### src/rtl/srb_pkg.sv
package srb_pkg;

    typedef enum logic [1:0] {
        FR_EMPTY,
        FR_FIRST,
        FR_SECOND,
        FR_BOTH
    } fr_state_t;

    typedef enum logic {
        CK_RUN,
        CK_HALT
    } ck_state_t;

endpackage

### src/rtl/srb_fifo.sv
module srb_fifo #(
    parameter int W     = 9,
    parameter int DEPTH = 4,
    localparam int CW   = $clog2(DEPTH + 1),
    localparam int AW   = (DEPTH > 1) ? $clog2(DEPTH) : 1
) (
    input  logic          clk,
    input  logic          rst_n,
    input  logic          push,
    input  logic          pop,
    input  logic [W-1:0]  din,
    input  logic [CW-1:0] cap,
    output logic [W-1:0]  dout,
    output logic [CW-1:0] count,
    output logic          room
);

    logic [W-1:0]  mem [DEPTH];
    logic [AW-1:0] wp;
    logic [AW-1:0] rp;

    function automatic logic [AW-1:0] bump(input logic [AW-1:0] p);
        if (p == AW'(DEPTH - 1)) return '0;
        return p + 1'b1;
    endfunction

    always_ff @(posedge clk or negedge rst_n) begin
        if (!rst_n) begin
            wp    <= '0;
            rp    <= '0;
            count <= '0;
        end else begin
            if (push) wp <= bump(wp);
            if (pop)  rp <= bump(rp);
            unique case ({push, pop})
                2'b10:   count <= count + 1'b1;
                2'b01:   count <= count - 1'b1;
                default: count <= count;
            endcase
        end
    end

    always_ff @(posedge clk) begin
        if (push) mem[wp] <= din;
    end

    always_comb begin
        dout = mem[rp];
        room = (count < cap);
    end

    AST_FIFO_NO_OVERFLOW: assert property (@(posedge clk) disable iff (!rst_n)
        push |-> (count < CW'(DEPTH)));

    AST_FIFO_NO_UNDERFLOW: assert property (@(posedge clk) disable iff (!rst_n)
        pop |-> (count != '0));

endmodule

### src/rtl/srb_front.sv
module srb_front
    import srb_pkg::*;
#(
    parameter int W = 9
) (
    input  logic         clk,
    input  logic         rst_n,
    input  logic         frame_done,
    input  logic [W-1:0] frame_word,
    input  logic         dbuf_eff,
    input  logic         fifo_en,
    input  logic         fifo_room,
    input  logic         rd_b1,
    input  logic         rd_b2,
    output logic         b1_v,
    output logic         b2_v,
    output logic [W-1:0] b1_word,
    output logic [W-1:0] b2_word,
    output logic         push_fifo,
    output logic         b1_move,
    output logic         land,
    output logic         lost
);

    fr_state_t st;
    fr_state_t st_nx;
    logic      pop_b1;
    logic      pop_b2;
    logic      b2_leave;
    logic      n1;
    logic      n2;

    always_comb begin
        unique case (st)
            FR_EMPTY:  begin b1_v = 1'b0; b2_v = 1'b0; end
            FR_FIRST:  begin b1_v = 1'b1; b2_v = 1'b0; end
            FR_SECOND: begin b1_v = 1'b0; b2_v = 1'b1; end
            FR_BOTH:   begin b1_v = 1'b1; b2_v = 1'b1; end
            default:   begin b1_v = 1'b0; b2_v = 1'b0; end
        endcase
    end

    always_comb begin
        pop_b1    = rd_b1 & b1_v & ~dbuf_eff;
        pop_b2    = rd_b2 & b2_v;
        push_fifo = fifo_en & dbuf_eff & b2_v & fifo_room;
        b2_leave  = push_fifo | pop_b2;
        b1_move   = dbuf_eff & b1_v & (~b2_v | b2_leave);
        land      = frame_done & (~b1_v | b1_move | pop_b1);
        lost      = frame_done & ~land;
        n1        = land | (b1_v & ~b1_move & ~pop_b1);
        n2        = b1_move | (b2_v & ~b2_leave);
        unique case ({n1, n2})
            2'b00:   st_nx = FR_EMPTY;
            2'b10:   st_nx = FR_FIRST;
            2'b01:   st_nx = FR_SECOND;
            2'b11:   st_nx = FR_BOTH;
            default: st_nx = FR_EMPTY;
        endcase
    end

    always_ff @(posedge clk or negedge rst_n) begin
        if (!rst_n) st <= FR_EMPTY;
        else        st <= st_nx;
    end

    always_ff @(posedge clk or negedge rst_n) begin
        if (!rst_n) begin
            b1_word <= '0;
            b2_word <= '0;
        end else begin
            if (land)    b1_word <= frame_word;
            if (b1_move) b2_word <= b1_word;
        end
    end

    AST_LOST_KEEPS_SLOTS: assert property (@(posedge clk) disable iff (!rst_n)
        lost |=> ($stable(b1_word) && $stable(b2_word)));

    AST_LOST_ONLY_WHEN_OCCUPIED: assert property (@(posedge clk) disable iff (!rst_n)
        lost |-> (st == FR_BOTH || (st == FR_FIRST && !dbuf_eff)));

endmodule

### src/rtl/srb_clk_fsm.sv
module srb_clk_fsm
    import srb_pkg::*;
(
    input  logic clk,
    input  logic rst_n,
    input  logic master,
    input  logic dbuf_eff,
    input  logic fifo_en,
    input  logic fifo_room,
    input  logic b1_v,
    input  logic b2_v,
    input  logic auto_stop,
    output logic sclk_en,
    output logic rxe_clr
);

    ck_state_t st;
    ck_state_t st_nx;
    logic      stall_req;

    always_comb begin
        stall_req = master & b1_v &
                    (dbuf_eff ? (b2_v & (~fifo_en | ~fifo_room)) : 1'b1);
        unique case (st)
            CK_RUN:  st_nx = stall_req ? CK_HALT : CK_RUN;
            CK_HALT: st_nx = stall_req ? CK_HALT : CK_RUN;
            default: st_nx = CK_RUN;
        endcase
    end

    always_ff @(posedge clk or negedge rst_n) begin
        if (!rst_n) st <= CK_RUN;
        else        st <= st_nx;
    end

    always_comb begin
        sclk_en = ~stall_req;
        rxe_clr = 1'b0;
        unique case (st)
            CK_RUN:  rxe_clr = stall_req & auto_stop;
            CK_HALT: rxe_clr = 1'b0;
            default: rxe_clr = 1'b0;
        endcase
    end

    AST_RXE_CLR_SINGLE: assert property (@(posedge clk) disable iff (!rst_n)
        rxe_clr |=> !rxe_clr);

    AST_RXE_CLR_STALLED: assert property (@(posedge clk) disable iff (!rst_n)
        rxe_clr |-> (!sclk_en && master));

endmodule

### src/rtl/serial_rx_buffer.sv
module serial_rx_buffer
    import srb_pkg::*;
#(
    parameter int DW    = 8,
    parameter int DEPTH = 4,
    localparam int CW   = $clog2(DEPTH + 1),
    localparam int W    = DW + 1
) (
    input  logic          clk,
    input  logic          rst_n,
    input  logic          frame_done,
    input  logic [DW-1:0] frame_data,
    input  logic          frame_bit9,
    input  logic          sclk_master,
    input  logic          dbuf_en,
    input  logic          fifo_en,
    input  logic [CW-1:0] stall_lvl,
    input  logic          auto_stop,
    input  logic          rd_strobe,
    input  logic          stat_rd,
    output logic [DW-1:0] rd_data,
    output logic          rd_bit9,
    output logic          buf_full,
    output logic          ovr_flag,
    output logic          fifo_ovr_flag,
    output logic          rx_irq,
    output logic          sclk_en,
    output logic          rxe_clr
);

    logic          dbuf_eff;
    logic [CW-1:0] cap;
    logic [CW-1:0] lvl_eff;
    logic          b1_v;
    logic          b2_v;
    logic [W-1:0]  b1_word;
    logic [W-1:0]  b2_word;
    logic [W-1:0]  fifo_dout;
    logic [CW-1:0] fifo_cnt;
    logic          fifo_room;
    logic          push_fifo;
    logic          b1_move;
    logic          land;
    logic          lost;
    logic          rd_b1;
    logic          rd_b2;
    logic          rd_fifo;
    logic          irq_nx;
    logic [W-1:0]  shown;

    always_comb begin
        dbuf_eff = ~sclk_master | dbuf_en | fifo_en;
        if (stall_lvl == '0 || stall_lvl > CW'(DEPTH)) lvl_eff = CW'(DEPTH);
        else                                          lvl_eff = stall_lvl;
        cap     = sclk_master ? lvl_eff : CW'(DEPTH);
        rd_b1   = rd_strobe & ~fifo_en & ~dbuf_eff;
        rd_b2   = rd_strobe & ~fifo_en & dbuf_eff;
        rd_fifo = rd_strobe & fifo_en & (fifo_cnt != '0);
    end

    srb_front #(.W(W)) i_front (
        .clk        (clk),
        .rst_n      (rst_n),
        .frame_done (frame_done),
        .frame_word ({frame_bit9, frame_data}),
        .dbuf_eff   (dbuf_eff),
        .fifo_en    (fifo_en),
        .fifo_room  (fifo_room),
        .rd_b1      (rd_b1),
        .rd_b2      (rd_b2),
        .b1_v       (b1_v),
        .b2_v       (b2_v),
        .b1_word    (b1_word),
        .b2_word    (b2_word),
        .push_fifo  (push_fifo),
        .b1_move    (b1_move),
        .land       (land),
        .lost       (lost)
    );

    srb_fifo #(.W(W), .DEPTH(DEPTH)) i_fifo (
        .clk   (clk),
        .rst_n (rst_n),
        .push  (push_fifo),
        .pop   (rd_fifo),
        .din   (b2_word),
        .cap   (cap),
        .dout  (fifo_dout),
        .count (fifo_cnt),
        .room  (fifo_room)
    );

    srb_clk_fsm i_clk (
        .clk       (clk),
        .rst_n     (rst_n),
        .master    (sclk_master),
        .dbuf_eff  (dbuf_eff),
        .fifo_en   (fifo_en),
        .fifo_room (fifo_room),
        .b1_v      (b1_v),
        .b2_v      (b2_v),
        .auto_stop (auto_stop),
        .sclk_en   (sclk_en),
        .rxe_clr   (rxe_clr)
    );

    always_comb begin
        if (fifo_en) begin
            shown    = fifo_dout;
            buf_full = (fifo_cnt != '0);
            irq_nx   = push_fifo;
        end else if (dbuf_eff) begin
            shown    = b2_word;
            buf_full = b2_v;
            irq_nx   = b1_move;
        end else begin
            shown    = b1_word;
            buf_full = b1_v;
            irq_nx   = land;
        end
        rd_data = shown[DW-1:0];
        rd_bit9 = shown[W-1];
    end

    always_ff @(posedge clk or negedge rst_n) begin
        if (!rst_n) begin
            rx_irq        <= 1'b0;
            ovr_flag      <= 1'b0;
            fifo_ovr_flag <= 1'b0;
        end else begin
            rx_irq <= irq_nx;
            if (lost && !sclk_master && !fifo_en) ovr_flag <= 1'b1;
            else if (stat_rd)                     ovr_flag <= 1'b0;
            if (lost && !sclk_master && fifo_en)  fifo_ovr_flag <= 1'b1;
            else if (stat_rd)                     fifo_ovr_flag <= 1'b0;
        end
    end

    AST_NO_OVR_IN_MASTER: assert property (@(posedge clk) disable iff (!rst_n)
        (sclk_master && !ovr_flag) |=> !ovr_flag);

    AST_IRQ_HAS_DATA: assert property (@(posedge clk) disable iff (!rst_n)
        rx_irq |-> buf_full);

    AST_FIFO_OVR_NOT_MAIN: assert property (@(posedge clk) disable iff (!rst_n)
        (fifo_en && !ovr_flag) |=> !ovr_flag);

endmodule

### config.mk
export PLATFORM = sky130hd
export DESIGN_NAME = serial_rx_buffer
export DESIGN_NICKNAME = d
export VERILOG_FILES = /design/src/rtl/srb_pkg.sv /design/src/rtl/srb_fifo.sv /design/src/rtl/srb_front.sv /design/src/rtl/srb_clk_fsm.sv /design/src/rtl/serial_rx_buffer.sv
export SDC_FILE = /design/constraint.sdc
export NUM_CORES = 1
export LEC_CHECK = 0
export ABC_AREA = 1
export CORE_ASPECT_RATIO = 0.7
export CORE_UTILIZATION = 45
export DETAILED_ROUTE_END_ITERATION = 7
export PLACE_DENSITY = 0.7
export SYNTH_ARGS = -nofsm -noshare
export SYNTH_HDL_FRONTEND = slang
export SYNTH_SLANG_ARGS = --single-unit
### constraint.sdc
create_clock -name clk -period 2.1 [get_ports clk]
set_input_delay 0.21 -clock clk [delete_from_list [all_inputs] [get_ports clk]]
set_output_delay 0.21 -clock clk [all_outputs]
set_load 0.01 [all_outputs]
# [Word-level counts from Yosys, hierarchy flattened]
# Memories as Yosys holds them, arrays and structs flattened.
# Cells that the tools add are included.
[word_totals] ff_bits=31 mem_bits_rw=36 mem_count=1
[memory_table] memory="i_fifo.mem" depth=4 word_bits=9 read_ports=1 rd_clocked_by_memory_dff=0 write_ports=1 line_no="srb_fifo.sv:18" source="logic [W-1:0] mem [DEPTH];"
[op_classes] addsub=4 magnitude_cmp=2 n_eq_ne=10 n_mux=28 n_bitwise=43 reduce_logical=17
[op_table] operator="$and 1x1->1" count=22
[op_table] operator="$mux 9" count=2
[op_table] operator="$mux 1" count=15
[op_table] operator="$eq 2x2->1 const B" count=7
[op_table] operator="$not 1->1" count=12
[op_table] operator="$or 1x1->1" count=9
[op_table] operator="$mux 2" count=4
[op_table] operator="$pmux 2 s4" count=1
[op_table] operator="$reduce_or 2->1" count=4
[op_table] operator="$eq 2x1->1 const B" count=3
[op_table] operator="$mux 3" count=2
[op_table] operator="$pmux 1 s2" count=3
[op_table] operator="$pmux 3 s2" count=1
[op_table] operator="$reduce_bool 2->1" count=3
[op_table] operator="$add 2x1->2 const B" count=2
[op_table] operator="$logic_not 2->1" count=2
[op_table] operator="$add 3x1->3 const B" count=1
[op_table] operator="$gt 3x3->1 const B" count=1
[op_table] operator="$logic_and 1x1->1" count=3
[op_table] operator="$logic_not 3->1" count=1
[op_table] operator="$lt 3x3->1" count=1
[op_table] operator="$reduce_bool 3->1" count=1
[op_table] operator="$sub 3x1->3 const B" count=1
[op_table] operator="$logic_not 1->1" count=2
[op_table] operator="$logic_or 1x1->1" count=1

# [Longest topological paths before layout]
# Gate-level depths: netlist of the first run.
[logic_depth] word_depth=17 depth_mapped=17 ltp_nobuf=17

# [Modules after synthesis]
# A second synthesis of the first run with hierarchy kept.
[hier_totals] hier_cells=353 area_unflattened_um2=3289.4
[modules_own_cells] module="srb_fifo" n_inst=1 cells_per_inst=164 area_each_um2=1910.6 seq_area_each_um2=1256.2
[modules_own_cells] module="srb_front" n_inst=1 cells_per_inst=98 area_each_um2=850.8 seq_area_each_um2=500.5
[modules_own_cells] module="serial_rx_buffer" n_inst=1 cells_per_inst=80 area_each_um2=460.4 seq_area_each_um2=75.1
[modules_own_cells] module="srb_clk_fsm" n_inst=1 cells_per_inst=11 area_each_um2=67.6 seq_area_each_um2=25.0

# [Least setup slack after synthesis of the first run]
# OpenSTA, ideal clock, no wires.
[synth_path] path_type="input -> register" startpoint="input stall_lvl[0]" endpoint="register i_fifo.count[2]" setup_time_ns=0.124 arrival_time_ns=2.525 slack_ns=-0.549 stages=17 cell_sequence="or2_2 ha_1 nor2_1 nand2_1 ha_1 nand2_1 inv_1 nand2_1 nand2_2 nor2_1 inv_1 ha_1 inv_1 fa_1 a21oi_1 o21ai_0 xnor2_1"
[synth_between] elab_chain_len=8 elab_cells_between_ends=11
[synth_lines] item="from (decl)" line_no="serial_rx_buffer.sv:17" source="input logic [CW-1:0] stall_lvl,"
[synth_lines] item="$gt 3x3->1 / $logic_not 3->1 (equally long branches)" line_no="serial_rx_buffer.sv:53" source="if (stall_lvl == '0 || stall_lvl > CW'(DEPTH)) lvl_eff = CW'(DEPTH);"
[synth_lines] item="$logic_or 1x1->1" line_no="serial_rx_buffer.sv:53"
[synth_lines] item="$mux 3 (*)" line_no="serial_rx_buffer.sv:53"
[synth_lines] item="$mux 3 (*)" line_no="serial_rx_buffer.sv:55" source="cap = sclk_master ? lvl_eff : CW'(DEPTH);"
[synth_lines] item="$lt 3x3->1 (*)" line_no="srb_fifo.sv:49" source="room = (count < cap);"
[synth_lines] item="$and 1x1->1 (*)" line_no="srb_front.sv:46" source="push_fifo = fifo_en & dbuf_eff & b2_v & fifo_room;"
[synth_lines] item="$eq 2x1->1 / $eq 2x2->1 (equally long branches)" line_no="srb_fifo.sv:35" source="unique case ({push, pop})"
[synth_lines] item="$pmux 3 s2 / $reduce_bool 2->1 (equally long branches)"
[synth_lines] item="to (signal assigned)" line_no="srb_fifo.sv:36" source="2'b10: count <= count + 1'b1;"
[synth_lines] item="to (signal assigned)" line_no="srb_fifo.sv:37" source="2'b01: count <= count - 1'b1;"
[synth_lines] item="to (signal assigned)" line_no="srb_fifo.sv:38" source="default: count <= count;"
[synth_lines] item="to (decl)" line_no="srb_fifo.sv:14" source="output logic [CW-1:0] count,"
# Mark *: on every way between the ends. The rest lies on a longest branch, timed or not.
# A chain may end at the register's enable or synchronous reset.

# [Worst setup path after layout of the first run]
[layout_path] startpoint="input stall_lvl[0]" endpoint="register i_fifo.count[1]"
# The elaborated chain is that of the path after synthesis.

==> results.py, run 1 <==
metrics = {
    "place": {
        "gp_congestion": 0.834,
        "place_hpwl_um": 5020,
        "place_ws_ns": -0.853,
        "port-buffer-count": 35,
        "dpl.cell_count": 470,
    },
    "grt": {
        "grt_overflow": 0,
        "antenna_found_initial": 0,
        "first_global_vias": 2340,
        "grt_max_degree": 32,
        "grtUsageTotal": 0.219,
        "grt_first_pass_wirelength_um": 11500,
    },
    "worst_setup_path": {
        "r2r_slack_ns": -0.16,
        "cp.required_ns": 2.38,
        "r2r_start": "i_fifo.count[2]",
        "endpoint_kind": "register",
        "arrival_ns": 2.55,
        "reg2reg_to": "i_fifo.count[1]",
        "crit_family": "adder cells",
        "cp_cell_sequence": "buf_6, or2_4, ha_4, nor2_4, nand2_1, ha_1, nand2_1, inv_1, nor2_1, nand2_2, buf_6, nor2_4, inv_2, ha_4, inv_2, fa_2, o21ai_2",
        "cpMaxStageDelayCell": "fa_2",
        "cp_slowest_stage_delay_ns": 0.44,
        "path_max_fanout": 3,
        "r2r_cells": 12,
        "cp-start-kind": "input pin",
        "worst-path-buf-inv": 5,
        "path_class": "in2reg",
    },
    "synth": {
        "netlist_instances": 316,
        "syn-num-nets": 347,
        "yosysWarnings": 0,
        "synth.cell_area_mm2": 0.00311,
        "synth.distinct_cells": 31,
        "ys_seq_area_frac": 0.598,
        "ys_seq_elements": 67,
        "postSynthAreaPerCell_um2": 9.83,
    },
    "floorplan": {
        "die_w_um": 101,
        "rows": 24,
        "core_area_mm2": 0.00646,
        "initial_utilization": 0.481,
        "dieArea_mm2": 0.00725,
        "pin_count": 36,
        "die_h_um": 71.5,
    },
    "finish": {
        "syn_to_final_growth_pct": 35.2,
        "num_antenna_cells": 0,
        "drive_above_1_share": 0.243,
        "final_cells": 495,
        "layout.nets": 430,
        "fill_cells": 522,
    },
    "routing": {
        "route.detailed.drc": 0,
        "ant_nets": 0,
        "drt_iter0_markers": 161,
        "vias": 2463,
        "finalWirelength_um": 7180,
        "wl_per_cell_um": 14.5,
        "vias_per_cell": 4.98,
        "firstDrtPassIters": 4,
    },
    "sta": {
        "min_period_ns": 2.27,
        "rsz0062_at_grt": "yes",
        "timing.final.crit_share": 1.08,
        "slew_viol_final": 0,
        "fin_skew_ns": 0.0134,
        "setup_violations": 40,
        "fmax_ghz": 0.440,
        "report.final.hold_viol_count": 0,
        "worst_slew_pin_slew_ns": 0.452,
        "setup_ws_ns": -0.172,
        "relSlewSlack": 0.698,
        "whs_ns": 0.248,
    },
    "clock_tree": {
        "clk_latency_ns": 0.35,
        "cts.sinks": 67,
        "numCtsBuffers": 9,
        "path_clk_slew_ns": 0.08,
        "clock-root-buffer": "clkbuf_8",
        "cts_buffer_depth": 2,
        "cts_tree": "yes",
        "cts_max_level": 3,
    },
    "flow_run": {
        "cap_violations": 0,
    },
    "pwr": {
        "finalPower_mw": 5.46,
        "power_leakage_nw": 1.88,
        "power.density_mw_per_mm2": 1300,
        "ir_worst_vdd_mv": 0.528,
    },
    "run_status": {
        "outcome": "complete, but fails checks",
        "violations": "negative setup slack",
    },
    "hold_path": {
        "holdCritPathClass": "in2async",
    },
}
==> metal layers <==
metal	wire (um)	vias up	global-route usage
li1	-	1218	-
met1	3290	1156	0.317
met2	3240	76	0.310
met3	541	13	0.0673
met4	113	0	0.0805
met5	0	-	0
==> cells in the final DEF, fill, tap and decap left out, types with 9 or more instances in the layout <==
cell and n:
dfrtp_1 31, nor2_1 49, dlygate4sd2_1 11, clkdlybuf4s50_1 19, edfxtp_1 36, buf_4 38, buf_6 13, clkbuf_8 9
o21ai_0 29, nand3_1 12, inv_1 26, nand2_1 52
==> registers in the layout (all words and copies together) (netlist names), 2 cells and up <==
name,cells
i_front.b1_word,9
i_fifo.mem,36
i_fifo.wp,2
i_fifo.rp,2
i_fifo.count,3
i_front.st,2
i_front.b2_word,9
==> kinds of logic after synthesis <==
| group | share of synthesized area |
|---|---|
| xor gates and xnor gates | 0.00564 |
| buffers and inverters | 0.0664 |
| DFF | 0.598 |
| adders and majority gates | 0.0427 |
| and+or+nand+nor | 0.182 |
| AOI/OAI and AO/OA | 0.105 |
==> area by class of cell <==
type / count / area [um2] / area share
multi-input cells: 202 / 1140 / 0.273
inverters: 36 / 138 / 0.0328
repair buffers: 83 / 736 / 0.175
flip-flops and latches: 67 / 1860 / 0.442
clock inverters: 5 / 78.8 / 0.0188
well taps: 91 / 114 / 0.0271
clock buffers: 11 / 131 / 0.0313
==> timing repair <==
item,CTS,global route
gates cloned,2,0
setup buffers,4,4
gates resized for setup,47,18
pin swaps,12,12
setup endpoints to repair,72,61
endpoints found under the hold margin,0,0
hold buffers,0,0
==> through the flow <==
step	area [um2]	TNS, ns	util
final	4200	-2.51	0.650
after global routing	4200	-5.68	0.650
after CTS	4120	-0.454	0.638
after detailed placement	3830	-37.71	0.594
after global placement	3830	-33.14	0.594
after floorplan	3140	-7.62	-
==> synth_stat cells <==
| master | n | area [um2] |
|---|---|---|
| nand4_1 | 2 | 12.5 |
| buf_1 | 1 | 3.75 |
| dfrtp_1 | 31 | 776 |
| nand2_1 | 54 | 203 |
| buf_2 | 7 | 35.0 |
| fa_1 | 1 | 20.0 |
| nor2_8 | 1 | 20.0 |
| inv_1 | 32 | 120 |
| buf_8 | 1 | 15.0 |
| xnor2_1 | 2 | 17.5 |
| nand3_4 | 1 | 17.5 |
| ha_1 | 9 | 113 |
| nand2_2 | 4 | 25.0 |
| o21ai_0 | 32 | 160 |
| o31ai_1 | 1 | 7.51 |
| a21oi_1 | 2 | 10.0 |
| clkinv_1 | 1 | 3.75 |
| o21ai_1 | 5 | 25.0 |
| a211oi_1 | 7 | 52.6 |
| a31oi_1 | 7 | 43.8 |
| edfxtp_1 | 36 | 1080 |
| inv_4 | 1 | 6.26 |
| buf_6 | 1 | 11.3 |
| nand3_1 | 13 | 65.1 |
| o211ai_1 | 2 | 15.0 |
| clkbuf_1 | 1 | 3.75 |
| nand2_4 | 1 | 11.3 |
| o22ai_1 | 2 | 12.5 |
| or2_2 | 1 | 6.26 |
| inv_2 | 2 | 7.51 |
| nor2_1 | 55 | 206 |
==> report_power, final <==
part | internal, mW | leakage, nW | switching (mW) | total [mW]
combinational | 0.965 | 1.05 | 1.19 | 2.16
clock | 0.667 | 0.107 | 0.475 | 1.14
sequential | 1.87 | 0.714 | 0.294 | 2.16
total | 3.50 | 1.88 | 1.96 | 5.46
==> how the worst max path moves through the flow <==
stage	depth (start not counted)	endpoint	start	slack, ns
floorplan	17	i_fifo.count[2]	stall_lvl[0]	-0.26
global placement	17	rxe_clr	stall_lvl[0]	-0.76
detailed placement	17	rxe_clr	stall_lvl[0]	-0.85
CTS	19	i_fifo.count[2]	stall_lvl[1]	-0.17
global route	19	i_fifo.count[2]	stall_lvl[0]	-0.31
finish	17	i_fifo.count[1]	stall_lvl[0]	-0.17
Note: power is estimated with default switching activity, not from simulation.
==> inputs of run 2 (changes only) <==
--- a/config.mk
+++ b/config.mk
@@ -6,6 +6,7 @@
 export NUM_CORES = 1
 export LEC_CHECK = 0
 export ABC_AREA = 1
+export ABC_CLOCK_PERIOD_IN_PS = 2100
 export CORE_ASPECT_RATIO = 0.7
 export CORE_UTILIZATION = 45
 export DETAILED_ROUTE_END_ITERATION = 7
==> results of run 2 <==
The final DEF is identical to that of run 1; final timing and power are the same.
==> inputs of run 3 (changes only) <==
==> constraint.sdc (replaced) <==
create_clock -name clk -period 2.1 [get_ports clk]
set_input_delay 0.21 -clock clk [delete_from_list [all_inputs] [get_ports clk]]
set_output_delay 0.21 -clock clk [all_outputs]
set_load 0.005 [all_outputs]
==> run 3 against run 2 <==
  * Critical path type unchanged
  * Sequential cell count did not move
  * Sequential share of layout area fell by 0.52 points
  * Final area rose by 1.2%
  * The run still ends with negative setup slack left
  * Largest cell class unchanged
  * First-iteration DRC count fell by 36%
  * Global-route usage barely moved
  * Critical path depth rose by 2
  * Total power fell by 1.0%
  * Wire length rose by 1.9%
  * Combinational power rose by 6%
  * Clock skew fell by 0.0055 ns
  * Largest power group is now combinational cells
==> results.py, run 3 (same netlist as run 1, synthesis figures left out) <==
metrics = {
    "worst_setup_path": {
        "path_class": "in2reg",
        "r2r_cells": 12,
        "cp-start-kind": "input pin",
        "arrival_ns": 2.43,
        "path_max_fanout": 2,
        "endpoint_kind": "register",
        "cp.required_ns": 2.33,
    },
    "clock_tree": {
        "numCtsBuffers": 9,
        "cts.sinks": 67,
        "clk_latency_ns": 0.34,
        "cts_tree": "yes",
        "path_clk_slew_ns": 0.07,
        "clock-root-buffer": "clkbuf_8",
        "cts_max_level": 3,
        "cts_buffer_depth": 2,
    },
    "grt": {
        "grt_overflow": 0,
        "grtUsageTotal": 0.218,
        "first_global_vias": 2346,
        "grt_max_degree": 32,
        "grt_first_pass_wirelength_um": 11600,
        "antenna_found_initial": 0,
    },
    "finish": {
        "drive_above_1_share": 0.251,
        "final_cell_mix": "nand2_1, nor2_1, edfxtp_1, buf_4, dfrtp_1",
        "syn_to_final_growth_pct": 36.8,
        "largest_reg_flops": 36,
        "num_antenna_cells": 0,
        "layout.nets": 432,
        "top_register": "i_fifo.mem",
        "largestRegisters": "i_fifo.mem x36, i_front.b1_word x9, i_front.b2_word x9",
        "fill_cells": 503,
        "final_common_cell": "nand2_1",
    },
    "floorplan": {
        "die_w_um": 101,
        "die_h_um": 71.5,
        "initial_utilization": 0.481,
        "dieArea_mm2": 0.00725,
        "rows": 24,
        "pin_count": 36,
        "core_area_mm2": 0.00646,
    },
    "routing": {
        "route.detailed.drc": 0,
        "finalWirelength_um": 7320,
        "firstDrtPassIters": 4,
        "vias_per_cell": 4.95,
        "vias": 2461,
        "wl_per_cell_um": 14.7,
        "drt_iter0_markers": 103,
        "ant_nets": 0,
    },
    "pwr": {
        "power.density_mw_per_mm2": 1270,
        "power_leakage_nw": 1.93,
        "ir_worst_vdd_mv": 0.511,
    },
    "sta": {
        "finalSetupTns_ns": -2.64,
        "min_period_ns": 2.20,
        "rsz0062_at_grt": "yes",
        "setup_violations": 39,
        "relSlewSlack": 0.693,
        "fin_skew_ns": 0.00788,
        "whs_ns": 0.265,
        "report.final.hold_viol_count": 0,
        "setup_ws_ns": -0.0953,
        "fmax_ghz": 0.456,
        "slew_viol_final": 0,
        "worst_slew_pin_slew_ns": 0.459,
        "timing.final.crit_share": 1.05,
    },
    "place": {
        "place_hpwl_um": 5030,
        "port-buffer-count": 35,
        "gp_congestion": 0.822,
        "place_ws_ns": -0.807,
    },
    "flow_run": {
        "cap_violations": 0,
    },
    "run_status": {
        "outcome": "complete, but fails checks",
        "violations": "negative setup slack",
    },
    "hold_path": {
        "holdCritPathClass": "in2async",
    },
}
[run 3: repair_timing]
item,CTS,global route
resized for setup,53,24
hold buffers,0,0
setup buffers,4,7
cloned,3,0
pin swaps,13,16
setup endpoints to repair,72,66
[run 3: stage by stage]
stage | power (mW) | instance area, um2 | utilization | instances
after detailed placement | 4.10 | 3810 | 0.590 | 467
final | 5.40 | 4250 | 0.658 | 497
after global routing | 5.79 | 4250 | 0.658 | 497
after global placement | 4.01 | 3810 | 0.590 | 467
after floorplan | 3.24 | 3140 | - | 316
after CTS | 5.23 | 4120 | 0.638 | 490
[run 3: path summary, 6_finish.rpt]
path	end	start	slack, ns
worst max-delay path	i_fifo.count[2]	stall_lvl[0]	-0.1
worst min-delay path	i_clk.st	rst_n	0.26
worst max register to register	i_fifo.mem[1][7]	i_fifo.count[2]	-0.05
worst min register to register	i_front.b1_word[7]	i_front.b1_word[7]	0.48
max in group asynchronous	i_front.b2_word[5]	rst_n	1.53
min in group clk	i_front.b1_word[8]	frame_bit9	0.42
[run 3: critical path: stages]
cell and delay (ns):
buf_6 0.09, or2_4 0.25, ha_4 0.22, nor2_1 0.08, nand2_1 0.06, ha_1 0.26
nand2_1 0.04, inv_1 0.04, nand2_1 0.06, nand2_2 0.07, buf_6 0.10, nor2_4 0.04
inv_2 0.07, ha_4 0.13, inv_4 0.03, fa_2 0.34, a21oi_2 0.14, o21ai_2 0.07
xnor2_1 0.12
[run 3: power by group]
group / internal [mW] / switching, mW
logic: 1.12 / 1.18
registers: 1.87 / 0.312
clock network: 0.454 / 0.468
[run 3: layout make-up]
cell class                 instances  area [um2]  area share
clock buffer                      11         141      0.0333
clock inverter                     5        28.8     0.00677
inverter                          36         143      0.0336
multi-input combinational        202        1150       0.272
sequential                        67        1860       0.437
tap                               91         114      0.0268
timing repair buffer              85         811       0.191
[run 3: per-layer routing]
| layer | share of wire | vias to the layer above | track usage |
|---|---|---|---|
| li1 | - | 1227 | - |
| met2 | 0.46 | 75 | 0.327 |
| met4 | 0.012 | 0 | 0.0821 |
| met5 | 0 | - | 0 |
| met1 | 0.46 | 1149 | 0.316 |
| met3 | 0.074 | 10 | 0.0459 |
